File: config.mk
export PLATFORM = sky130hd
export DESIGN_NAME = sha4r_unit
export DESIGN_NICKNAME = d
export VERILOG_FILES = /design/src/rtl/sha4r_pkg.sv /design/src/rtl/sha4r_round.sv /design/src/rtl/sha4r_seq.sv /design/src/rtl/sha4r_unit.sv
export SDC_FILE = /design/constraint.sdc
export NUM_CORES = 1
export LEC_CHECK = 0
export BUFFER_PORTS_ARGS = -buffer_cell sky130_fd_sc_hd__buf_2
export CAP_MARGIN = 15
export CORE_ASPECT_RATIO = 0.8
export CORE_UTILIZATION = 58
export DETAILED_ROUTE_END_ITERATION = 6
export HOLD_SLACK_MARGIN = 0.06
export PLACE_DENSITY = 0.86
export SLEW_MARGIN = 40
export SYNTH_ARGS = -nofsm -noshare
export SYNTH_HDL_FRONTEND = slang
export SYNTH_SLANG_ARGS = --single-unit
File: constraint.sdc
create_clock -name clk -period 9.25 [get_ports clk]
set_input_delay 1.3875 -clock clk [delete_from_list [all_inputs] [get_ports clk]]
set_output_delay 1.3875 -clock clk [all_outputs]
set_load 0.005 [all_outputs]
File: src/rtl/sha4r_pkg.sv
package sha4r_pkg;
  localparam int unsigned WORD_W = 32;
  localparam int unsigned LANES  = 4;
  localparam int unsigned VEC_W  = WORD_W * LANES;

  typedef logic [WORD_W-1:0] word_t;

  function automatic word_t rotr(input word_t x, input int unsigned n);
    return (x >> n) | (x << (WORD_W - n));
  endfunction

  // upper-case sigma on the a word
  function automatic word_t sum_a(input word_t x);
    return rotr(x, 2) ^ rotr(x, 13) ^ rotr(x, 22);
  endfunction

  // upper-case sigma on the e word
  function automatic word_t sum_e(input word_t x);
    return rotr(x, 6) ^ rotr(x, 11) ^ rotr(x, 25);
  endfunction

  function automatic word_t pick(input word_t e, input word_t f, input word_t g);
    return ((f ^ g) & e) ^ g;
  endfunction

  function automatic word_t vote(input word_t a, input word_t b, input word_t c);
    return (a & b) | ((a | b) & c);
  endfunction
endpackage

File: src/rtl/sha4r_round.sv
module sha4r_round
  import sha4r_pkg::*;
(
  input  logic [VEC_W-1:0] abcd,
  input  logic [VEC_W-1:0] efgh,
  input  word_t            w,
  output logic [VEC_W-1:0] abcd_nx,
  output logic [VEC_W-1:0] efgh_nx
);
  word_t a, b, c, d, e, f, g, h;
  word_t t_mix, a_new, e_new;

  assign a = abcd[0*WORD_W +: WORD_W];
  assign b = abcd[1*WORD_W +: WORD_W];
  assign c = abcd[2*WORD_W +: WORD_W];
  assign d = abcd[(LANES-1)*WORD_W +: WORD_W];
  assign e = efgh[0*WORD_W +: WORD_W];
  assign f = efgh[1*WORD_W +: WORD_W];
  assign g = efgh[2*WORD_W +: WORD_W];
  assign h = efgh[(LANES-1)*WORD_W +: WORD_W];

  always_comb begin
    t_mix = h + sum_e(e) + pick(e, f, g) + w;
    e_new = d + t_mix;
    a_new = t_mix + sum_a(a) + vote(a, b, c);
  end

  assign abcd_nx[0 +: WORD_W] = a_new;
  assign efgh_nx[0 +: WORD_W] = e_new;

  for (genvar l = 1; l < LANES; l++) begin : g_shift
    assign abcd_nx[l*WORD_W +: WORD_W] = abcd[(l-1)*WORD_W +: WORD_W];
    assign efgh_nx[l*WORD_W +: WORD_W] = efgh[(l-1)*WORD_W +: WORD_W];
  end
endmodule

File: src/rtl/sha4r_seq.sv
module sha4r_seq #(
  parameter int unsigned STEPS = 4,
  localparam int unsigned CNT_W = (STEPS > 1) ? $clog2(STEPS) : 1
) (
  input  logic             clk,
  input  logic             rst_n,
  input  logic             start,
  output logic             accept_o,
  output logic             busy_o,
  output logic             last_o,
  output logic             done_o,
  output logic [CNT_W-1:0] step_o
);
  localparam logic [CNT_W-1:0] LAST_STEP = CNT_W'(STEPS - 1);

  logic             busy_q, busy_d;
  logic             done_q, done_d;
  logic [CNT_W-1:0] cnt_q, cnt_d;
  logic             accept, last;

  always_comb begin
    accept = start & ~busy_q;
    last   = busy_q & (cnt_q == LAST_STEP);
    busy_d = accept | (busy_q & ~last);
    done_d = last;
    cnt_d  = cnt_q;
    if (accept)      cnt_d = '0;
    else if (busy_q) cnt_d = cnt_q + CNT_W'(1);
  end

  always_ff @(posedge clk or negedge rst_n) begin
    if (!rst_n) begin
      busy_q <= 1'b0;
      done_q <= 1'b0;
      cnt_q  <= '0;
    end else begin
      busy_q <= busy_d;
      done_q <= done_d;
      cnt_q  <= cnt_d;
    end
  end

  assign accept_o = accept;
  assign busy_o   = busy_q;
  assign last_o   = last;
  assign done_o   = done_q;
  assign step_o   = cnt_q;

  assert_accept_R2: assert property (@(posedge clk) disable iff (!rst_n)
    (start && !busy_q) |=> (busy_q && cnt_q == '0));
  assert_ignore_start_R4: assert property (@(posedge clk) disable iff (!rst_n)
    (busy_q && !last) |=> (busy_q && cnt_q == $past(cnt_q) + CNT_W'(1)));
  assert_done_single_R3: assert property (@(posedge clk) disable iff (!rst_n)
    done_q |=> !done_q);
  assert_busy_fall_R3: assert property (@(posedge clk) disable iff (!rst_n)
    $fell(busy_q) |-> done_q);
endmodule

File: src/rtl/sha4r_unit.sv
module sha4r_unit
  import sha4r_pkg::*;
(
  input  logic             clk,
  input  logic             rst_n,
  input  logic             start,
  input  logic             mode,
  input  logic [VEC_W-1:0] abcd_in,
  input  logic [VEC_W-1:0] efgh_in,
  input  logic [VEC_W-1:0] wk_in,
  output logic             busy,
  output logic             done,
  output logic [VEC_W-1:0] result
);
  localparam int unsigned STEP_W = (LANES > 1) ? $clog2(LANES) : 1;

  logic              accept, last;
  logic [STEP_W-1:0] step;
  logic [VEC_W-1:0]  abcd_q, abcd_d, efgh_q, efgh_d, wk_q, wk_d, res_q, res_d;
  logic [VEC_W-1:0]  abcd_nx, efgh_nx;
  logic              mode_q, mode_d;
  word_t             wk_lane [LANES];
  word_t             wk_cur;

  sha4r_seq #(.STEPS(LANES)) u_seq (
    .clk      (clk),
    .rst_n    (rst_n),
    .start    (start),
    .accept_o (accept),
    .busy_o   (busy),
    .last_o   (last),
    .done_o   (done),
    .step_o   (step)
  );

  for (genvar l = 0; l < LANES; l++) begin : g_wk
    assign wk_lane[l] = wk_q[l*WORD_W +: WORD_W];
  end
  assign wk_cur = wk_lane[step];

  sha4r_round u_round (
    .abcd    (abcd_q),
    .efgh    (efgh_q),
    .w       (wk_cur),
    .abcd_nx (abcd_nx),
    .efgh_nx (efgh_nx)
  );

  always_comb begin
    abcd_d = abcd_q;
    efgh_d = efgh_q;
    wk_d   = wk_q;
    mode_d = mode_q;
    res_d  = res_q;
    if (accept) begin
      abcd_d = abcd_in;
      efgh_d = efgh_in;
      wk_d   = wk_in;
      mode_d = mode;
    end else if (busy) begin
      abcd_d = abcd_nx;
      efgh_d = efgh_nx;
    end
    if (last) res_d = mode_q ? efgh_nx : abcd_nx;
  end

  always_ff @(posedge clk or negedge rst_n) begin
    if (!rst_n) begin
      abcd_q <= '0;
      efgh_q <= '0;
      wk_q   <= '0;
      mode_q <= 1'b0;
      res_q  <= '0;
    end else begin
      abcd_q <= abcd_d;
      efgh_q <= efgh_d;
      wk_q   <= wk_d;
      mode_q <= mode_d;
      res_q  <= res_d;
    end
  end

  assign result = res_q;

  assert_result_hold_R9: assert property (@(posedge clk) disable iff (!rst_n)
    !last |=> $stable(result));
  assert_done_idle_R3: assert property (@(posedge clk) disable iff (!rst_n)
    done |-> !busy);
endmodule

### Word level (Yosys, flattened, before mapping)

Index checks and enable logic that the tools add are counted.

* register bits: 517
* input bits: 388
* output and inout bits: 130
* word-level logic and storage cells: 52

* add/subtract/negate cells: 7
* order comparisons: 1
* eq/ne operators: 1
* multiplexer cells: 10
* bitwise gates (word level): 24
* reductions and logical operators: 1

Operators by type and width (count)
* 2-to-1 mux 128 bit: 5
* adder 32 bit: 6
* bitwise XOR 32 bit: 6
* bitwise AND 32 bit: 3
* binary-select mux 32 bit (select 2 bit): 1
* 2-to-1 mux 32 bit: 2
* bitwise OR 32 bit: 2
* bitwise OR 10 x 32 -> 32 bit: 1
* bitwise OR 19 x 32 -> 32 bit: 1
* bitwise OR 21 x 32 -> 32 bit: 1
* bitwise OR 26 x 32 -> 32 bit: 1
* bitwise OR 30 x 32 -> 32 bit: 1
* bitwise OR 7 x 32 -> 32 bit: 1
* 2-to-1 mux 2 bit: 2
* bitwise AND 1 bit: 3
* >= comparator 3 bit, second input constant: 1
* NOT 2 -> 3 bit: 1
* adder 2 x 1 -> 2 bit, second input constant: 1
* == test 2 bit, second input constant: 1
* NOT 1 bit: 2
* nonzero test 2 bit: 1
* bitwise OR 1 bit: 1

### Depth between registers and ports, before layout

Gate-level depths: netlist of the first run.

* depth in word-level cells: 10
* depth in mapped cells: 30
* depth with buffers taken out: 29

### Modules after synthesis

From an unflattened synthesis of the first run, not the netlist that was laid out.

* cell total of the unflattened synthesis: 3222
* area total of the unflattened synthesis: 33589.7 µm²

By module, submodules not included
* sha4r_unit: instances 1, cells each 1976, area each 23261.1 µm², sequential area each 12837.3 µm²
* sha4r_round: instances 1, cells each 1235, area each 10164.7 µm², sequential area each 0.0 µm²
* sha4r_seq: instances 1, cells each 11, area each 163.9 µm², sequential area each 100.1 µm²

### Worst setup path before layout of the first run

Ideal clock, no wire load.

* path type: register -> register
* start: register u_seq.cnt_q[0] (netlist: u_seq.step_o[0])
* end: register res_q[31] (netlist: result[31])
* setup time: 129 ps
* data arrival time: 6978 ps
* required time: 9121 ps
* slack: 2143 ps
* cell stages (with the launch flop): 28
* path buffers: 2
* period minus slack after synthesis: 7107 ps
* path through: dfrtp_1 > clkbuf_1 > buf_1 > mux4_2 > fa_1 > ha_1 > fa_1 > a211oi_2 > nor3_1 > o21ba_1 > or3b_1 > or3_1 > a211o_1 > a21o_1 > a21oi_1 > xnor2_1 > fa_1 > ha_1 > a21o_1 > a21o_1 > a21o_1 > a21oi_1 > nor2_1 > nor2_1 > o311ai_0 > a31oi_1 > xnor2_1 > o21ai_1

* word-level cells in the longest chain between the ends: 8
* elaborated cells on any way between the ends: 11
* classes of those cells: add/sub (4); eq/ne (1); mux (4); bitwise (2)

Ends and longest elaborated chain
* from (decl): line sha4r_seq.sv:18 `logic [CNT_W-1:0] cnt_q, cnt_d;`
* from (signal assigned): line sha4r_seq.sv:39 `cnt_q <= cnt_d;`
* NOT 2 -> 3 bit (implied by the code): line sha4r_unit.sv:39 `assign wk_cur = wk_lane[step];`
* binary-select mux 32 bit (select 2 bit): line sha4r_unit.sv:39
* 2-to-1 mux 32 bit (implied by the code) (2 in series): line sha4r_unit.sv:39
* adder 32 bit: line sha4r_round.sv:23 `t_mix = h + sum_e(e) + pick(e, f, g) + w;`
* adder 32 bit (2 in series): line sha4r_round.sv:25 `a_new = t_mix + sum_a(a) + vote(a, b, c);`
* 2-to-1 mux 128 bit: line sha4r_unit.sv:64 `if (last) res_d = mode_q ? efgh_nx : abcd_nx;`
* to (signal assigned): line sha4r_unit.sv:79 `res_q <= res_d;`
* to (decl): line sha4r_unit.sv:19 `logic [VEC_W-1:0] abcd_q, abcd_d, efgh_q, efgh_d, wk_q, wk_d, res_q, res_d;`

Parallel ways exist; a longest one is shown, timed or not. The select of a mux whose other input is x is not followed.
A chain may end at the register's enable or synchronous reset.

### Final worst setup path of the first run

* start: register efgh_q[1]
* end: register res_q[31] (netlist: result[31])

* word-level cells in the longest chain between the ends: 9
* elaborated cells on any way between the ends: 14
* classes of those cells: add/sub (6); mux (1); bitwise (7)

Ends and longest elaborated chain
* from (decl): line sha4r_unit.sv:19
* from (signal assigned): line sha4r_unit.sv:76 `efgh_q <= efgh_d;`
* bitwise OR 21 x 32 -> 32 bit / bitwise OR 26 x 32 -> 32 bit (equally long branches): line sha4r_pkg.sv:9 `return (x >> n) | (x << (WORD_W - n));`
* bitwise XOR 32 bit (2 in series): line sha4r_pkg.sv:19 `return rotr(x, 6) ^ rotr(x, 11) ^ rotr(x, 25);`
* adder 32 bit: line sha4r_round.sv:23
* adder 32 bit * (2 in series): line sha4r_round.sv:23
* adder 32 bit (2 in series): line sha4r_round.sv:25
* 2-to-1 mux 128 bit *: line sha4r_unit.sv:64

Mark *: on every way between the ends. The rest lies on a longest branch, timed or not.

==> metrics.cfg, run 1 <==
[drt]
routedWlPerCell_um=26.4
vias=26100
ant_nets=0
drt_iter0_drc=3336
wirelength_um=112000
vias_per_cell=6.16
drc=0
drt_first_pass_iters=6

[global_route]
grt-busiest-layer=met1
antenna_found_initial=27
met1_usage_pct=56.5
grtUsageTotal_pct=39.9
grt_use_met3_pct=13.4
grt_max_degree=145
overflow=0
met2_usage_pct=56.3
grt_pass1_wl_um=162000
grt_pass1_vias=24900

[critical_path]
cpMaxStageDelayCell=dfrtp_1
worstPathRequired_ps=9730
cp_max_fo=7
path_class=reg2reg
crit_path_end_kind=flip-flop
cpLargestDelayFamily=adder cells
start_kind=flip-flop
crit_arrival_ps=7990
critPathMaxStageDelay_ps=560
critPathBufInv=0

[clock_tree]
clk_latency_ps=630
cts.sinks=517
cts_max_level=2
hold_buffers=0
clk_pin_slew_ps=60
tritoncts=yes
post_cts_resized=0
cts_root_buf=clkbuf_16
cts_buffer_depth=3
cts_setup_buffers=0
numCtsBuffers=52

[yosys]
yosysSeqAreaShare_pct=40.7
yosys_warnings=0
synth_cells=3099
syn_avg_cell_area_um2=10.3
synth-async-reset-ratio_pct=100
ys_seq_elements=517
synth_area_um2=31800
synth-edff-count=0
syn-num-nets=3675
ys_types=70
synthFlopType=dfrtp_1

[cells_and_area]
utilization_pct=67.8
final_cell_area_um2=36600
area_growth_pct=15.1
ff_latch_area_um2=12900
final_common_cell=buf_2
final.fill_count=4129
multi_input_area_um2=17500
final_cell_mix=buf_2 (516), dfrtp_1 (514), nand2_1 (409), o21ai_0 (395), mux2i_1 (365)
layout.cells.non_filler=4232
final_net_count=4056
drive_above_1_share_pct=23.7

[placement]
numPortBuffers=517
place.gp.congestion=1.05
dpl.hpwl_um=85900
dp_cells=4126
placed_cell_area_um2=34900

[sta]
period_minus_slack_ps=7510
fin_skew_ps=30.0
max_freq_mhz=133
period_share_pct=81.2
slew-limit-headroom_pct=43.3
slew_violations=0
hold_viol_final=0
worstMarginPinSlew_ps=845
tns_ps=0
rsz0062_at_grt=false
finalSetupViolCount=0

[outcome]
status=completed

[die]
row_count=76
pin_count=518
core_um2=54000
fp.dieH_um=212
die_area_um2=55800
initial_utilization_pct=58.9
die_w_um=264

[min_path]
min_path_type=reg2reg

[run]
cap_violations=0

## metrics by stage
| stage | worst slack, ps | hold slack, ps |
|---|---|---|
| 3_3_place_gp | 1910 | 457 |
| 2_1_floorplan | 2140 | 473 |
| 4_1_cts | 1840 | 478 |
| 5_1_grt | 1440 | 498 |
| 6_report | 1740 | 472 |
| 3_5_place_dp | 1850 | 465 |
## worst min-delay path: stages (launching register included)
cell	delay, ps
dfrtp_1	340
nand2_1	40
o21ai_0	60
## cell usage after synthesis (3+ instances only)
library cell | instances | area, µm²
mux2_2 | 152 | 1710
a211oi_1 | 23 | 173
nor2b_1 | 21 | 131
or3_1 | 4 | 25.0
nand2_1 | 410 | 1540
o211ai_1 | 6 | 45.0
and2_1 | 3 | 18.8
o31ai_1 | 4 | 30.0
dfrtp_1 | 517 | 12900
inv_1 | 151 | 567
o21bai_1 | 12 | 90.1
nor3_1 | 12 | 60.1
nand3_1 | 9 | 45.0
xnor2_1 | 184 | 1610
a21boi_0 | 5 | 37.5
ha_1 | 93 | 1160
xor2_1 | 33 | 289
and4_1 | 3 | 26.3
buf_1 | 23 | 86.3
a21o_1 | 50 | 375
nand2b_1 | 9 | 56.3
nand4_1 | 9 | 56.3
clkbuf_1 | 198 | 743
mux2i_1 | 365 | 3650
maj3_1 | 30 | 300
fa_1 | 95 | 1900
nor2_1 | 68 | 255
o21a_1 | 15 | 113
o22a_1 | 3 | 26.3
mux4_2 | 32 | 721
a21oi_1 | 101 | 505
o21ai_0 | 395 | 1980
a31oi_1 | 14 | 87.6
and3_1 | 7 | 43.8
## layout make-up
| class | instances | share of cell area, % |
|---|---|---|
| inverter | 153 | 1.57 |
| clock buffer | 76 | 4.16 |
| multi-input combinational | 2206 | 47.7 |
| timing repair buffer | 550 | 8.22 |
| antenna | 11 | 0.0751 |
| clock inverter | 17 | 0.505 |
| tap | 702 | 2.40 |
| sequential | 517 | 35.3 |
## routing by layer
| metal | part of all wire, % | up-vias |
|---|---|---|
| met2 | 42 | 1555 |
| met5 | 0.16 | - |
| met4 | 4.3 | 30 |
| met1 | 41 | 12800 |
| li1 | - | 11400 |
| met3 | 13 | 275 |
## worst paths after layout
kind,endpoint,cells past startpoint,slack (ps),from
worst max-delay path,result[31],26,1740,efgh_q[1]
worst min-delay path,result[12],2,470,result[12]
worst max register to register,result[31],26,1740,efgh_q[1]
worst min register to register,result[12],2,470,result[12]
max in group asynchronous,u_seq.busy_o,4,7000,rst_n
min in group asynchronous,efgh_q[5],1,630,rst_n
## state kept, by name (all words and copies together) (netlist names)
name	cells
u_seq.step_o	2
mode_q	1
u_seq.done_o	1
abcd_q	128
efgh_q	128
wk_q	128
u_seq.busy_o	1
result	128
## cell families (layout without fill, tap and decap cells)
family	count (synthesis)	count (layout)	synth area share, %
XOR/XNOR	217	217	5.97
buffers and inverters	376	796	4.44
other	0	11	0
AO/OA/AOI/OAI	663	663	12.0
flip-flops	517	517	40.7
multiplexers	549	549	19.1
AND/OR/NAND/NOR	559	559	7.19
adder cells (fa/ha/maj)	218	218	10.6
Power of run 1 is left out: the tool's default activity adds up to more than one toggle a clock period on the data nets, which glitch-free logic cannot reach.
==> run 2, diff against run 1 <==
--- a/config.mk
+++ b/config.mk
@@ -5,13 +5,14 @@
 export SDC_FILE = /design/constraint.sdc
 export NUM_CORES = 1
 export LEC_CHECK = 0
+export ABC_AREA = 1
 export BUFFER_PORTS_ARGS = -buffer_cell sky130_fd_sc_hd__buf_2
 export CAP_MARGIN = 15
 export CORE_ASPECT_RATIO = 0.8
-export CORE_UTILIZATION = 58
+export CORE_UTILIZATION = 52
 export DETAILED_ROUTE_END_ITERATION = 6
 export HOLD_SLACK_MARGIN = 0.06
-export PLACE_DENSITY = 0.86
+export PLACE_DENSITY = 0.81
 export SLEW_MARGIN = 40
 export SYNTH_ARGS = -nofsm -noshare
 export SYNTH_HDL_FRONTEND = slang
==> constraint.sdc (replaced) <==
create_clock -name clk -period 6.9 [get_ports clk]
set_input_delay 1.035 -clock clk [delete_from_list [all_inputs] [get_ports clk]]
set_output_delay 1.035 -clock clk [all_outputs]
set_load 0.005 [all_outputs]
==> metrics.cfg, run 2 <==
[die]
pin_count=518  ; unchanged
die_area_um2=63400  ; +14%
row_count=81  ; +6.6%
initial_utilization_pct=52.9  ; -6.1 points
core_um2=61400  ; +14%
die_w_um=281  ; +6.6%
fp.dieH_um=225  ; +6.6%

[cells_and_area]
final.fill_count=5583  ; +35%
final_common_cell=nand2_1
final_cell_mix=nand2_1 (1321), buf_2 (516), dfrtp_1 (511), inv_1 (434), a21oi_1 (324)
area_growth_pct=16.3
final_net_count=5163  ; +27%
layout.cells.non_filler=5458  ; +29%
diodes=0  ; -11
drive_above_1_share_pct=16.4  ; -7.3 points

[clock_tree]
cts.sinks=517  ; unchanged
tritoncts=yes
clk_latency_ps=630  ; about the same
cts_buffer_depth=3  ; unchanged
hold_buffers=0  ; unchanged
cts_max_level=2  ; unchanged
cts_root_buf=clkbuf_16
numCtsBuffers=52  ; unchanged
clk_pin_slew_ps=70  ; about the same

[critical_path]
start_kind=flip-flop
crit_arrival_ps=7160  ; -830 ps
worstPathRequired_ps=7390  ; -2340 ps
path_class=reg2reg
crit_path_end_kind=flip-flop
cp_max_fo=7  ; unchanged

[drt]
wirelength_um=139000  ; +24%
routedWlPerCell_um=25.4  ; -3.6%
ant_nets=0  ; unchanged
vias_per_cell=5.93  ; -3.6%
drt_iter0_drc=4478  ; +34%
drc=0  ; unchanged
drt_first_pass_iters=7  ; +1
vias=32400  ; +24%

[yosys]
synth_cells=4177  ; +35%
synth-edff-count=0  ; unchanged
ys_seq_elements=517  ; unchanged
synth_most_common_cell=nand2_1
synth_area_um2=32500  ; +2.0%
yosys-top-cells-area=dfrtp_1 (40%), nand2_1 (15%), fa_1 (5.9%)
yosysSeqAreaShare_pct=39.8  ; -0.81 points
synth_common_cells=nand2_1 (1322), dfrtp_1 (517), inv_1 (437), a21oi_1 (329), nor2_1 (238)
yosysTopAreaCell=dfrtp_1
synthFlopType=dfrtp_1
synth_top_cell_area_share_pct=39.8  ; -0.81 points
synth-async-reset-ratio_pct=100  ; unchanged
syn_avg_cell_area_um2=7.77  ; -24%
syn-num-nets=4753  ; +29%
yosys_warnings=0  ; unchanged
ys_types=56  ; -20%

[placement]
place.gp.congestion=1.01  ; -3.2%
dpl.hpwl_um=107000  ; +25%
dp_cells=5359  ; +30%
numPortBuffers=517  ; unchanged

[sta]
fin_skew_ps=28.2  ; -1.73 ps
period_minus_slack_ps=6660  ; -848 ps
max_freq_mhz=150  ; +13%
hold_viol_final=0  ; unchanged
finalSetupViolCount=0  ; unchanged
period_share_pct=96.6  ; +15 points
slew_violations=0  ; unchanged
tns_ps=0  ; unchanged
slew-limit-headroom_pct=39.9  ; -3.4 points
worstMarginPinSlew_ps=901  ; +56.7 ps
hold_slack_ps=335  ; -137 ps

[global_route]
grtUsageTotal_pct=43.7  ; +3.8 points
grt-busiest-layer=met1
overflow=0  ; unchanged
met1_usage_pct=62.6  ; +6.1 points
grt_pass1_vias=30800  ; +24%
met2_usage_pct=61.5  ; +5.2 points
grt_pass1_wl_um=201000  ; +24%
grt_max_degree=207  ; +43%
grt_use_met3_pct=8.56  ; -4.9 points
antenna_found_initial=4  ; -85%

[min_path]
min_path_type=in2async

[run]
cap_violations=0  ; unchanged

[outcome]
status=completed

==> run 2: per-layer routing <==
metal  vias up  share of wire [%]
li1      14400                  -
met1     15400                 41
met2      2229                 41
met3       372                 11
met4         4                6.9
met5         -              0.019
==> run 2: cell type report <==
class / instances / area [µm²] / share of cell area (%)
clock buffer: 77 / 1520 / 4.01
clock inverter: 18 / 151 / 0.401
inverter: 443 / 1680 / 4.44
multi-input combinational: 2964 / 17000 / 45.0
sequential: 517 / 12900 / 34.3
tap: 830 / 1040 / 2.75
timing repair buffer: 609 / 3450 / 9.13
==> run 2: worst max-delay path, stage by stage (launching register included) <==
cell	delay [ps]
dfrtp_1	550
xnor2_4	340
xor2_1	170
inv_1	60
fa_1	470
inv_1	50
fa_1	480
inv_1	70
ha_1	280
nand3_1	70
nand2_1	240
a21boi_4	120
o21ai_1	240
a21oi_2	130
o21ai_1	290
a21oi_1	130
xnor2_1	340
fa_1	500
ha_1	360
a21oi_1	270
o21ai_0	170
a21oi_2	310
nand3_2	210
a21oi_1	240
or2_1	150
nand3_1	80
nand3_1	130
nand2_1	70
==> run 2: timing repair <==
action                     4_1_cts  5_1_grt
setup buffers                    0        2
setup endpoints to repair        5       24
gates resized for setup          2       25
pin swaps                        0        3
==> run 2: final timing paths <==
path | from | to | slack, ps | depth (start not counted)
worst max-delay path | efgh_q[27] | result[27] | 240 | 27
worst min-delay path | rst_n | wk_q[71] | 330 | 1
worst max register to register | efgh_q[27] | result[27] | 240 | 27
worst min register to register | wk_q[62] | wk_q[62] | 470 | 2
max in group asynchronous | rst_n | abcd_q[54] | 4950 | 4
min in group clk | wk_q[62] | wk_q[62] | 470 | 2
==> run 2: cells by family (layout without fill, tap and decap cells) <==
logic type / Yosys count / in the layout / share of synthesized area [%]
AND/OR/NAND/NOR: 1742 / 1742 / 21.2
AO/OA/AOI/OAI: 843 / 843 / 16.0
buffers and inverters: 696 / 1147 / 8.29
flip-flops: 517 / 517 / 39.8
adder cells (fa/ha/maj): 188 / 188 / 9.44
XOR/XNOR: 188 / 188 / 5.07
multiplexers: 3 / 3 / 0.0925
==> run 2: stage by stage <==
stage,setup WS [ps],cell area [µm²],util (%)
after CTS,71.4,37600,61.2
after global routing,-19.2,37800,61.5
after detailed placement,10.8,35900,58.4
after floorplan,1490,32500,-
after global placement,-112,35900,58.4
final,238,37800,61.5
Power of run 2 is left out for the same reason.
